`src/rtl/scl_tg_pkg.sv`:
```
package scl_tg_pkg;

    typedef enum logic [1:0] {
        PH_IDLE = 2'd0,
        PH_LOW  = 2'd1,
        PH_HIGH = 2'd2
    } phase_e;

    typedef enum logic {
        SEL_LOW  = 1'b0,
        SEL_HIGH = 1'b1
    } wsel_e;

    localparam int unsigned HOLD_SHIFT = 2;

endpackage

```
`src/rtl/scl_tg_width_regs.sv`:
```
module scl_tg_width_regs
    import scl_tg_pkg::*;
#(
    parameter int unsigned W = 8
) (
    input  logic         clk,
    input  logic         rst,
    input  logic         en_i,
    input  logic         wr_en_i,
    input  logic         wr_sel_i,
    input  logic [W-1:0] wr_data_i,
    output logic [W-1:0] low_eff_o,
    output logic [W-1:0] high_eff_o
);
    localparam int unsigned NREG = 2;
    localparam logic [W-1:0] RST_VAL = {W{1'b1}};
    localparam logic [W-1:0] ONE     = {{(W-1){1'b0}}, 1'b1};

    logic [W-1:0] raw_q   [NREG];
    logic [W-1:0] eff     [NREG];

    for (genvar g = 0; g < NREG; g++) begin : g_reg
        always_ff @(posedge clk) begin
            if (rst) begin
                raw_q[g] <= RST_VAL;
            end else if (wr_en_i && !en_i && (int'(wr_sel_i) == g)) begin
                raw_q[g] <= wr_data_i;
            end
        end
        // a zero width folds to a single cycle
        assign eff[g] = (raw_q[g] == '0) ? ONE : raw_q[g];
    end

    assign low_eff_o  = eff[int'(SEL_LOW)];
    assign high_eff_o = eff[int'(SEL_HIGH)];

    p_wr_ignored_r4: assert property (@(posedge clk) disable iff (rst)
        en_i |=> ($stable(raw_q[0]) && $stable(raw_q[1])));

endmodule

```
`src/rtl/scl_tg_phase_ctrl.sv`:
```
module scl_tg_phase_ctrl
    import scl_tg_pkg::*;
#(
    parameter int unsigned W = 8
) (
    input  logic         clk,
    input  logic         rst,
    input  logic         en_i,
    input  logic         run_i,
    input  logic         scl_sense_i,
    input  logic [W-1:0] low_eff_i,
    input  logic [W-1:0] high_eff_i,
    output phase_e       phase_o,
    output logic [W-1:0] cnt_o
);
    localparam logic [W-1:0] ONE = {{(W-1){1'b0}}, 1'b1};

    phase_e       state_q;
    logic [W-1:0] cnt_q;

    always_ff @(posedge clk) begin
        if (rst || !en_i) begin
            state_q <= PH_IDLE;
            cnt_q   <= '0;
        end else begin
            unique case (state_q)
                PH_IDLE: begin
                    cnt_q <= '0;
                    if (run_i) state_q <= PH_LOW;
                end
                PH_LOW: begin
                    if (cnt_q == low_eff_i - ONE) begin
                        state_q <= PH_HIGH;
                        cnt_q   <= '0;
                    end else begin
                        cnt_q <= cnt_q + ONE;
                    end
                end
                PH_HIGH: begin
                    // count only cycles where the line really reads high
                    if (scl_sense_i) begin
                        if (cnt_q == high_eff_i - ONE) begin
                            state_q <= run_i ? PH_LOW : PH_IDLE;
                            cnt_q   <= '0;
                        end else begin
                            cnt_q <= cnt_q + ONE;
                        end
                    end
                end
                default: begin
                    state_q <= PH_IDLE;
                    cnt_q   <= '0;
                end
            endcase
        end
    end

    assign phase_o = state_q;
    assign cnt_o   = cnt_q;

    p_low_cnt_bound_r2: assert property (@(posedge clk) disable iff (rst)
        (state_q == PH_LOW) |-> (cnt_q < low_eff_i));

    p_high_cnt_bound_r3: assert property (@(posedge clk) disable iff (rst)
        (state_q == PH_HIGH) |-> (cnt_q < high_eff_i));

    p_stretch_hold_r6: assert property (@(posedge clk) disable iff (rst)
        (en_i && state_q == PH_HIGH && !scl_sense_i)
            |=> (state_q == PH_HIGH && $stable(cnt_q)));

    p_disable_clears_r9: assert property (@(posedge clk) disable iff (rst)
        !en_i |=> (state_q == PH_IDLE && cnt_q == '0));

endmodule

```
`src/rtl/scl_tg_hold_strobe.sv`:
```
module scl_tg_hold_strobe
    import scl_tg_pkg::*;
#(
    parameter int unsigned W = 8
) (
    input  logic         clk,
    input  logic         rst,
    input  logic         en_i,
    input  phase_e       phase_i,
    input  logic [W-1:0] cnt_i,
    input  logic [W-1:0] low_eff_i,
    output logic         strobe_o
);
    localparam logic [W-1:0] ONE = {{(W-1){1'b0}}, 1'b1};

    logic [W-1:0] quarter;
    logic [W-1:0] hold_pt;

    always_comb begin
        quarter = low_eff_i >> HOLD_SHIFT;
        if (quarter == '0) quarter = ONE;
        // never later than the last low cycle
        hold_pt = (quarter > low_eff_i - ONE) ? (low_eff_i - ONE) : quarter;
    end

    assign strobe_o = en_i && (phase_i == PH_LOW) && (cnt_i == hold_pt);

    p_hold_in_low_r5: assert property (@(posedge clk) disable iff (rst)
        hold_pt < low_eff_i);

endmodule

```
`src/rtl/scl_timing_gen.sv`:
```
module scl_timing_gen
    import scl_tg_pkg::*;
#(
    parameter int unsigned W = 8
) (
    input  logic         clk,
    input  logic         rst,
    input  logic         en_i,
    input  logic         run_i,
    input  logic         wr_en_i,
    input  logic         wr_sel_i,
    input  logic [W-1:0] wr_data_i,
    input  logic         scl_sense_i,
    output logic         scl_o,
    output logic         sda_upd_o
);
    logic [W-1:0] low_eff;
    logic [W-1:0] high_eff;
    phase_e       phase;
    logic [W-1:0] cnt;

    scl_tg_width_regs #(.W(W)) u_regs (
        .clk       (clk),
        .rst       (rst),
        .en_i      (en_i),
        .wr_en_i   (wr_en_i),
        .wr_sel_i  (wr_sel_i),
        .wr_data_i (wr_data_i),
        .low_eff_o (low_eff),
        .high_eff_o(high_eff)
    );

    scl_tg_phase_ctrl #(.W(W)) u_phase (
        .clk        (clk),
        .rst        (rst),
        .en_i       (en_i),
        .run_i      (run_i),
        .scl_sense_i(scl_sense_i),
        .low_eff_i  (low_eff),
        .high_eff_i (high_eff),
        .phase_o    (phase),
        .cnt_o      (cnt)
    );

    scl_tg_hold_strobe #(.W(W)) u_hold (
        .clk      (clk),
        .rst      (rst),
        .en_i     (en_i),
        .phase_i  (phase),
        .cnt_i    (cnt),
        .low_eff_i(low_eff),
        .strobe_o (sda_upd_o)
    );

    assign scl_o = !(en_i && phase == PH_LOW);

    p_strobe_one_cycle_r5: assert property (@(posedge clk) disable iff (rst)
        sda_upd_o |=> !sda_upd_o);

    p_strobe_while_low_r5: assert property (@(posedge clk) disable iff (rst)
        sda_upd_o |-> !scl_o);

    p_disabled_released_r9: assert property (@(posedge clk) disable iff (rst)
        !en_i |-> (scl_o && !sda_upd_o));

endmodule

```
`config.mk`:
```
export PLATFORM = sky130hd
export DESIGN_NAME = scl_timing_gen
export DESIGN_NICKNAME = d
export VERILOG_FILES = /design/src/rtl/scl_tg_pkg.sv /design/src/rtl/scl_tg_width_regs.sv /design/src/rtl/scl_tg_phase_ctrl.sv /design/src/rtl/scl_tg_hold_strobe.sv /design/src/rtl/scl_timing_gen.sv
export SDC_FILE = /design/constraint.sdc
export NUM_CORES = 1
export LEC_CHECK = 0
export BUFFER_PORTS_ARGS = -buffer_cell sky130_fd_sc_hd__buf_2
export CAP_MARGIN = 10
export CORE_UTILIZATION = 44
export CTS_CLUSTER_SIZE = 14
export DETAILED_ROUTE_END_ITERATION = 10
export PLACE_DENSITY_LB_ADDON = 0.12
export SYNTH_ARGS = -nofsm -noshare
export SYNTH_HDL_FRONTEND = slang
export SYNTH_SLANG_ARGS = --single-unit
```
`constraint.sdc`:
```
create_clock -name clk -period 4.11 [get_ports clk]
set_input_delay 0.6165 -clock clk [delete_from_list [all_inputs] [get_ports clk]]
set_output_delay 0.6165 -clock clk [all_outputs]
set_load 0.02 [all_outputs]
```
==> impl_results.md <==
* Status: finished, final reports clean
* Final number of setup-violating endpoints at 0
* Routed WL at 4.466 mm
* #FFs+latches synth at 26
* Slew Viols, Final at 0
* Critical path launch point type: flip-flop
* # rows at 24
* Vias in the first global route at 1637
* Post-route ant nets at 0
* Worst slack, placed at 0.3881 ns
* Worst-Margin Slew at 0.4986 ns
* Hold path startpoint: u_phase.phase_o[0]
* Finished Cell Area at 2349 um^2
* Pwr/cell area at 274.5 nW/um^2
* Final min period at 3.921 ns
* Die Width at 71.49 um
* CTS tree: yes
* Worst R2R Start: u_regs.raw_q[0][6]
* Synth-to-Final Area Change at 10.54%
* Worst EP required at 3.49 ns
* Leading area contributor after synthesis: edfxtp_1
* DRC marker count from the first detailed-route iteration at 86
* Synth top area share at 22.61%
* RSZ-0062 raised after global routing: false
* Pre-antenna DRT Iters at 4
* Dpl hpwl at 3.436 mm
* Crit path DAT at 3.30 ns
* Final net count at 276
* Placed cell area at 2225 um^2
* Ratio of final minimum period to clock period at 95.40%
* Total track usage at 19.27%
* CTS Hold Buffers Added at 0
* Worst hold margin at 0.5096 ns
* Post-route setup slack at 0.1891 ns
* Layout cells sized above 1 at 19.03%
* Starting Density at 47.17%
* I/O pin count at 17
* Crit. End Element: primary output
* N_diodes at 0
* Vias post-DR at 1729
* Commonest non-fill, non-tap cell in the layout: nand2_1
* Asr flop ratio synth at 0%
* CTS Sinks at 26
* H-tree Lvls at 1
* Core Area at 4504 um^2
* Total power at 0.6447 mW
* Mapped Area at 2125 um^2
* Post-synthesis sequential area ratio at 32.04%
* Routed vias/inst at 5.783
* Net Count, Synth at 265
* Total gr overflow at 0
* Die area at 5110 um^2
* Routability congestion estimate at 0.8671
* Largest net degree at the start of global routing at 16
* Setup TNS at 0 ns
* Post-Synthesis Cells at 237
* CP startpoint: u_regs.raw_q[0][6]
* DRC at 0
* Yosys cell types at 53
* Max-cap violations at 0
* Min-delay worst type: reg -> reg
* Critical path peak fanout at 2
* Peak supply drop at 0.1366 mV
* Leakage power at 0.8530 nW
* Post-synth top flop: edfxtp_1
* Synth warn at 0
* Skew final at 0.006608 ns
* Clock-pin slew on the worst setup and hold paths at 0.09 ns
* Root Buffer: clkbuf_8
* Crit path kind: reg -> out
* # fillers at 446
* EDFF count, synth at 16
* First-pass GRT wire length at 7.686 mm
* Peak Freq at 255.0 MHz
* Commonest non-fill, non-tap cells in the layout: nand2_1, buf_2, edfxtp_1
* Initial antenna violation count at 0
* Hold Fails Final Rpt at 0
* Clock Tree Buf Depth at 2
* PortBufs at 16
* DR WL/cell at 14.94 um
* Syn avg cell area at 8.964 um^2
* Top area cells in the synthesized netlist: edfxtp_1, dfxtp_1, ha_1, xnor2_1, xor2_1
* Die Ht at 71.49 um
* CTS buffer count at 3
* Clk Latency, worst-skew pair at 0.27 ns
* Headroom to the max-slew limit at 66.54%
area by class of cell:
cell class,count,area [um^2],share of cell area [%]
clock buffers,3,41.29,1.758
inverters,9,33.78,1.438
multi-input cells,182,1343,57.17
clock inverters,1,30.03,1.279
well taps,52,65.06,2.770
flip-flops and latches,26,680.7,28.98
repair buffers,26,155.1,6.606
timing repair:
item | in CTS | in global routing
buffers inserted | 0 | 5
gates resized for setup | 0 | 3
setup endpoints to repair | 0 | 1
endpoints found under the hold margin | 0 | 0
power by group:
part / internal (mW) / total (mW) / switching (mW) / leakage [nW]
clock network: 0.130 / 0.209 / 0.0790 / 0.0357
logic: 0.0613 / 0.130 / 0.0688 / 0.579
registers: 0.290 / 0.305 / 0.0150 / 0.238
per-layer routing:
layer,global-route usage [%],wire [um],up-vias
li1,-,-,873
met1,25.09,2101,816
met2,33.76,2180,34
met3,2.954,131,6
met4,4.575,53,0
met5,0,0,-
synthesized netlist by cell type, types with 2 or more instances:
cell / n
nand2_1: 18
edfxtp_1: 16
clkbuf_1: 13
ha_1: 13
nand2b_1: 12
xnor2_1: 12
or3_1: 11
dfxtp_1: 10
nor2_1: 10
inv_1: 9
xor2_1: 9
nand3_1: 8
nor3_1: 7
a21oi_1: 6
buf_2: 6
nand4_1: 6
nor2b_1: 6
nor3b_1: 6
o21ai_0: 6
o211ai_1: 4
o21a_1: 4
or2_2: 4
a31oi_1: 3
nor4_1: 3
a21boi_0: 2
a21oi_2: 2
and3_1: 2
mux2i_1: 2
nand3b_1: 2
o31ai_1: 2
worst paths after layout:
path / slack [ns] / endpoint / cells after the start
max reg2reg: 0.93 / u_phase.phase_o[0] / 11
max: 0.19 / sda_upd_o / 13
min reg2reg: 0.51 / u_phase.phase_o[0] / 2
min: 0.51 / u_phase.phase_o[0] / 2
state kept, by name (all words and copies together) (netlist names):
signal and flops:
u_phase.cnt_o 8, u_phase.phase_o 2, u_regs.raw_q 16
worst max-delay path: stages, from the launching register on:
cell and delay (ns):
edfxtp_1 0.41, nor4_2 0.35, a21oi_2 0.12, ha_1 0.34, ha_1 0.31, nor2b_1 0.13
o21a_1 0.17, o21a_1 0.16, o21a_1 0.16, o21a_1 0.16, o221ai_1 0.20, and3_1 0.20
o2111a_1 0.16, buf_2 0.16
logic make-up (layout without fill, tap and decap cells):
logic type / after synthesis / after routing / synth area share [%]
buffers and inverters: 29 / 39 / 5.477
flip-flops: 26 / 26 / 32.04
adder cells (fa/ha/maj): 13 / 13 / 7.656
XOR/XNOR: 22 / 22 / 9.717
multiplexers: 2 / 2 / 0.9423
AO/OA/AOI/OAI: 44 / 44 / 16.73
AND/OR/NAND/NOR: 101 / 101 / 27.44
metrics by stage:
step	utilization, %	std cells
floorplan	-	237
global placement	49.39	290
detailed placement	49.39	290
CTS	50.97	294
global route	52.14	299
finish	52.14	299
Note: power is estimated with default switching activity, not from simulation.
